### src/rtl/bru_pkg.sv
package bru_pkg;

   // Comparator structure: balanced OR tree over the XOR vector, or one flat reduction.
   typedef enum logic [0:0] {
      CMP_TREE = 1'b0,
      CMP_FLAT = 1'b1
   } cmp_style_e;

   // Target adder structure: single carry chain, or two halves with carry select.
   typedef enum logic [0:0] {
      ADD_RIPPLE = 1'b0,
      ADD_CSEL   = 1'b1
   } add_style_e;

   // Number of tree levels needed to reduce n leaves to one.
   function automatic int unsigned tree_levels(input int unsigned n);
      int unsigned lv;
      lv = 0;
      while ((1 << lv) < n) lv++;
      return lv;
   endfunction

endpackage

### src/rtl/bru_eq_cmp.sv
module bru_eq_cmp #(
   parameter int                  DATA_W = 32,
   parameter bru_pkg::cmp_style_e STYLE  = bru_pkg::CMP_TREE
) (
   input  logic [DATA_W-1:0] a,
   input  logic [DATA_W-1:0] b,
   output logic              same
);
   localparam int LVLS   = bru_pkg::tree_levels(DATA_W);
   localparam int LEAVES = 1 << LVLS;

   initial begin
      assert (DATA_W >= 1) else $error("bru_eq_cmp: DATA_W must be at least 1");
   end

   logic [DATA_W-1:0] diff;
   assign diff = a ^ b;

   generate
      if (STYLE == bru_pkg::CMP_TREE) begin : g_tree
         logic [LEAVES-1:0] pad;
         assign pad = LEAVES'(diff);
         for (genvar l = 0; l < LVLS; l++) begin : g_lvl
            localparam int W = LEAVES >> (l + 1);
            logic [W-1:0] r;
            for (genvar k = 0; k < W; k++) begin : g_node
               if (l == 0) begin : g_leaf
                  assign r[k] = pad[2*k] | pad[2*k+1];
               end else begin : g_inner
                  assign r[k] = g_lvl[l-1].r[2*k] | g_lvl[l-1].r[2*k+1];
               end
            end
         end
         if (LVLS == 0) begin : g_single
            assign same = ~pad[0];
         end else begin : g_root
            assign same = ~g_lvl[LVLS-1].r[0];
         end
      end else begin : g_flat
         assign same = ~|diff;
      end
   endgenerate

   // the reduction agrees with a full-width compare
   always_comb begin
      a_r2_eq_full_width: assert (same == (a == b))
         else $error("a_r2_eq_full_width: comparator disagrees with operand compare");
   end

endmodule

### src/rtl/bru_tgt_gen.sv
module bru_tgt_gen #(
   parameter int                  ADDR_W = 32,
   parameter int                  IMM_W  = 16,
   parameter int                  SHIFT  = 2,
   parameter bru_pkg::add_style_e STYLE  = bru_pkg::ADD_RIPPLE
) (
   input  logic [ADDR_W-1:0] base,
   input  logic [IMM_W-1:0]  ofs,
   output logic [ADDR_W-1:0] tgt
);
   localparam int LO_W = ADDR_W / 2;
   localparam int HI_W = ADDR_W - LO_W;

   initial begin
      assert (IMM_W + SHIFT <= ADDR_W) else $error("bru_tgt_gen: offset does not fit address");
      assert (ADDR_W >= 2) else $error("bru_tgt_gen: ADDR_W too small");
   end

   // Sign extension and word scaling: wiring only.
   logic [ADDR_W-1:0] sx;
   logic [ADDR_W-1:0] disp;
   assign sx   = ADDR_W'($signed(ofs));
   assign disp = sx << SHIFT;

   generate
      if (STYLE == bru_pkg::ADD_CSEL) begin : g_csel
         logic [LO_W:0]   lo_sum;
         logic [HI_W-1:0] hi_c0;
         logic [HI_W-1:0] hi_c1;
         assign lo_sum = {1'b0, base[LO_W-1:0]} + {1'b0, disp[LO_W-1:0]};
         assign hi_c0  = base[ADDR_W-1:LO_W] + disp[ADDR_W-1:LO_W];
         assign hi_c1  = hi_c0 + HI_W'(1);
         assign tgt    = {(lo_sum[LO_W] ? hi_c1 : hi_c0), lo_sum[LO_W-1:0]};
      end else begin : g_ripple
         assign tgt = base + disp;
      end

      if (SHIFT > 0) begin : g_chk_low
         // scaled offset leaves the low address bits untouched
         always_comb begin
            a_r1_low_bits_kept: assert (tgt[SHIFT-1:0] == base[SHIFT-1:0])
               else $error("a_r1_low_bits_kept: target low bits altered");
         end
      end
   endgenerate

endmodule

### src/rtl/bru_flush_ctl.sv
module bru_flush_ctl (
   input  logic is_beq,
   input  logic same,
   input  logic hold,
   output logic sel_tgt,
   output logic flush
);
   logic decide;

   // A held decode stage may still carry stale operands: wait for release.
   assign decide  = is_beq & ~hold;
   assign sel_tgt = decide & same;
   assign flush   = decide & same;

   // no redirect or flush while decode is held
   always_comb begin
      a_r5_quiet_in_hold: assert (!(hold && (sel_tgt || flush)))
         else $error("a_r5_quiet_in_hold: action during decode hold");
   end

   // flush accompanies every redirect and nothing else
   always_comb begin
      a_r4_flush_with_redirect: assert (flush == sel_tgt)
         else $error("a_r4_flush_with_redirect: flush and redirect differ");
   end

endmodule

### src/rtl/dec_branch_unit.sv
module dec_branch_unit #(
   parameter int                  ADDR_W    = 32,
   parameter int                  DATA_W    = 32,
   parameter int                  IMM_W     = 16,
   parameter int                  SHIFT     = 2,
   parameter bru_pkg::cmp_style_e CMP_STYLE = bru_pkg::CMP_TREE,
   parameter bru_pkg::add_style_e ADD_STYLE = bru_pkg::ADD_CSEL
) (
   input  logic [ADDR_W-1:0] pc_inc,
   input  logic [IMM_W-1:0]  br_ofs,
   input  logic [DATA_W-1:0] opnd_a,
   input  logic [DATA_W-1:0] opnd_b,
   input  logic              is_beq,
   input  logic              dec_hold,
   output logic              pc_sel_tgt,
   output logic [ADDR_W-1:0] tgt_addr,
   output logic              if_flush
);
   initial begin
      assert (IMM_W >= 1) else $error("dec_branch_unit: IMM_W must be at least 1");
      assert (IMM_W + SHIFT <= ADDR_W) else $error("dec_branch_unit: offset wider than address");
   end

   logic ops_same;

   bru_eq_cmp #(
      .DATA_W (DATA_W),
      .STYLE  (CMP_STYLE)
   ) u_cmp (
      .a    (opnd_a),
      .b    (opnd_b),
      .same (ops_same)
   );

   bru_tgt_gen #(
      .ADDR_W (ADDR_W),
      .IMM_W  (IMM_W),
      .SHIFT  (SHIFT),
      .STYLE  (ADD_STYLE)
   ) u_tgt (
      .base (pc_inc),
      .ofs  (br_ofs),
      .tgt  (tgt_addr)
   );

   bru_flush_ctl u_ctl (
      .is_beq  (is_beq),
      .same    (ops_same),
      .hold    (dec_hold),
      .sel_tgt (pc_sel_tgt),
      .flush   (if_flush)
   );

   // a redirect only ever follows matching operands
   always_comb begin
      a_r2_take_needs_match: assert (!pc_sel_tgt || (opnd_a == opnd_b))
         else $error("a_r2_take_needs_match: redirect with differing operands");
   end

   // no branch, no redirect
   always_comb begin
      a_r6_idle_no_redirect: assert (is_beq || (!pc_sel_tgt && !if_flush))
         else $error("a_r6_idle_no_redirect: redirect without branch");
   end

endmodule

### config.mk
export PLATFORM = sky130hd
export DESIGN_NAME = dec_branch_unit
export DESIGN_NICKNAME = d
export VERILOG_FILES = /design/src/rtl/bru_pkg.sv /design/src/rtl/bru_eq_cmp.sv /design/src/rtl/bru_tgt_gen.sv /design/src/rtl/bru_flush_ctl.sv /design/src/rtl/dec_branch_unit.sv
export SDC_FILE = /design/constraint.sdc
export NUM_CORES = 1
export LEC_CHECK = 0
export ABC_AREA = 1
export BUFFER_PORTS_ARGS = -buffer_cell sky130_fd_sc_hd__buf_2
export CORE_MARGIN = 2
export CORE_UTILIZATION = 32
export DETAILED_ROUTE_END_ITERATION = 12
export PLACE_DENSITY_LB_ADDON = 0.3
export SLEW_MARGIN = 5
export SYNTH_ARGS = -nofsm -noshare
export SYNTH_HDL_FRONTEND = slang
export SYNTH_HIERARCHICAL = 1
export SYNTH_SLANG_ARGS = --single-unit
### constraint.sdc
create_clock -name vclk -period 2.01
set_input_delay 0.1005 -clock vclk [all_inputs]
set_output_delay 0.1005 -clock vclk [all_outputs]
set_load 0.005 [all_outputs]
==> impl_metrics.toml <==
[timing]
hold_violations = 0
setup_ws_ns = -0.0455
finalSetupTns_ns = -0.0462
period_share_pct = 102
rsz0062_at_grt = "yes"
holdWs_ns = 0.201
tightest_slew_ns = 0.316
fmax_ghz = 0.487
setup_viol = 2
slew-limit-headroom_pct = 78.7
min_period_ns = 2.06
drv_slew = 0

[yosys]
synth.yosys.seq_area_share_pct = 0
synth_cells = 558
synth_area_mm2 = 0.00289
syn_area_per_cell_um2 = 5.17
synth_cell_type_count = 37
yosys_warnings = 6
synth_nets = 704

[route]
detail_route.wl_per_cell_um = 9.97
drtIter0Drc = 114
via_per_inst = 4.48
vias = 3790
wirelength_um = 8430
ant_nets = 0
drc_errors = 0
dr.pass1.iters = 4

[outcome]
violations = "negative setup slack"
outcome = "finished, violations left"

[cts]
cts_hold_buf = 0

[floorplan]
die_x_um = 99.0
fp.coreArea_mm2 = 0.00872
dieArea_mm2 = 0.00980
dieHeight_um = 99.0
num_rows = 34
ios = 148
initial_utilization_pct = 33.1

[critical_path]
cp_data_required_time_ns = 1.91
end_kind = "output pin"
crit_type = "in -> out"
crit_arrival_ns = 1.95
cp-start-kind = "input pin"
worst-path-max-fanout = 3

[cells_and_area]
multi_input_area_mm2 = 0.00261
clkbuf_count = 0
fillers = 944
final-seq-area_um2 = 0
nNetsFinal = 886
seq_cell_count = 0
num_antenna_cells = 0
drive_above_1_share_pct = 35.8
area_delta_synth_final_pct = 45.5

[global_routing]
grt_first_pass_wirelength_um = 14200
grt_max_degree = 17
overflow = 0
grt_pass1_vias = 3570
track_usage_pct = 16.6
antenna_found_initial = 0

[run]
drv_cap = 0

[pwr]
pwr_density_cell_mw_per_mm2 = 309
max-vdd-ir-drop_uv = 106
power_leakage_nw = 2.61

[placed_design]
routabilityCongestion = 0.895
portBuffers = 144
place_hpwl_um = 7540

[min_path]
hold_class = "in -> out"
==> layout make-up <==
type | count | share of cell area, %
multi-input cells | 445 | 62.1
repair buffers | 184 | 24.8
inverters | 109 | 9.80
well taps | 108 | 3.22
==> kinds of logic (layout without fill, tap and decap cells) <==
kind of cell,Yosys count,after routing,synth area share (%)
buffers and inverters,113,293,15.4
AOI/OAI and AO/OA,30,30,6.07
and+or+nand+nor,359,359,56.8
adders and majority gates,32,32,14.4
xor gates and xnor gates,24,24,7.28
==> through the flow <==
step	setup WS [ns]	cell area (µm²)	util [%]	std cells	total power, mW
6_report	-0.0455	4200	48.2	846	1.30
5_1_grt	-0.152	4200	48.2	846	1.46
4_1_cts	0.000522	4100	47.0	842	1.26
3_5_place_dp	-0.147	3960	45.4	839	1.21
3_3_place_gp	-0.181	3960	45.4	839	1.18
2_1_floorplan	0.177	2890	-	558	0.721
==> layer usage <==
| layer | global-route usage (%) | up-vias | wire, µm |
|---|---|---|---|
| met3 | 1.35 | 16 | 386 |
| li1 | - | 2064 | - |
| met2 | 31.2 | 79 | 4150 |
| met1 | 20.6 | 1631 | 3730 |
| met5 | 0 | - | 0 |
| met4 | 3.37 | 0 | 168 |
==> cell usage in the layout (no fill, tap or decap), types with 2 or more instances in the layout <==
cell type	instances
nand2_1	197
buf_2	141
inv_1	101
nor2_1	60
buf_4	39
nand3_1	25
ha_1	22
nand2_2	18
a21oi_1	17
xor2_1	15
nor2_2	14
nand4_1	11
nand3_2	10
xnor2_1	7
inv_2	6
nor2_4	6
ha_4	6
buf_6	4
o21ai_0	4
nand2_4	4
nor3_1	3
a21o_1	3
o21ai_2	2
nand3_4	2
and2_1	2
xnor2_2	2
nand3b_1	2
fa_2	2
ha_2	2
==> power by group <==
group          internal [mW]  switching, mW
Sequential                 0              0
Combinational          0.605          0.692
Clock                      0              0
Total                  0.605          0.692
==> cells in the mapped netlist (all sizes together) <==
cell type,count,share of area [%]
nor3,4,1.1
a21o,3,0.78
clkinv,1,0.13
nand3b,2,0.52
a31oi,1,0.22
nand3,37,8.0
xor2,15,4.6
a21oi,18,3.3
xnor2,9,2.7
ha,30,13
a21boi,1,0.39
nor2,81,13
or2,2,0.43
and2,3,0.69
nand4,11,2.4
buf,4,1.2
o21ai,6,1.2
fa,2,1.4
o31ai,1,0.26
inv,108,14
nand2,219,31
==> final timing paths <==
path        from           end  cells past startpoint
min    pc_inc[0]   tgt_addr[0]                      0
max   pc_inc[16]  tgt_addr[20]                     13
==> worst max-delay path, stage by stage <==
cell,delay [ns]
buf_6,0.10
ha_4,0.15
fa_2,0.55
ha_2,0.18
inv_2,0.05
nor2_4,0.10
buf_4,0.13
buf_6,0.08
buf_4,0.08
buf_4,0.09
nand3_2,0.07
xor2_1,0.16
buf_2,0.12
==> repair_timing <==
item                       4_1_cts  5_1_grt
resized for setup               23       15
setup endpoints to repair       11       14
setup buffers                    3        4
pin swaps                        5        4
Note: power is estimated with default switching activity, not from simulation.
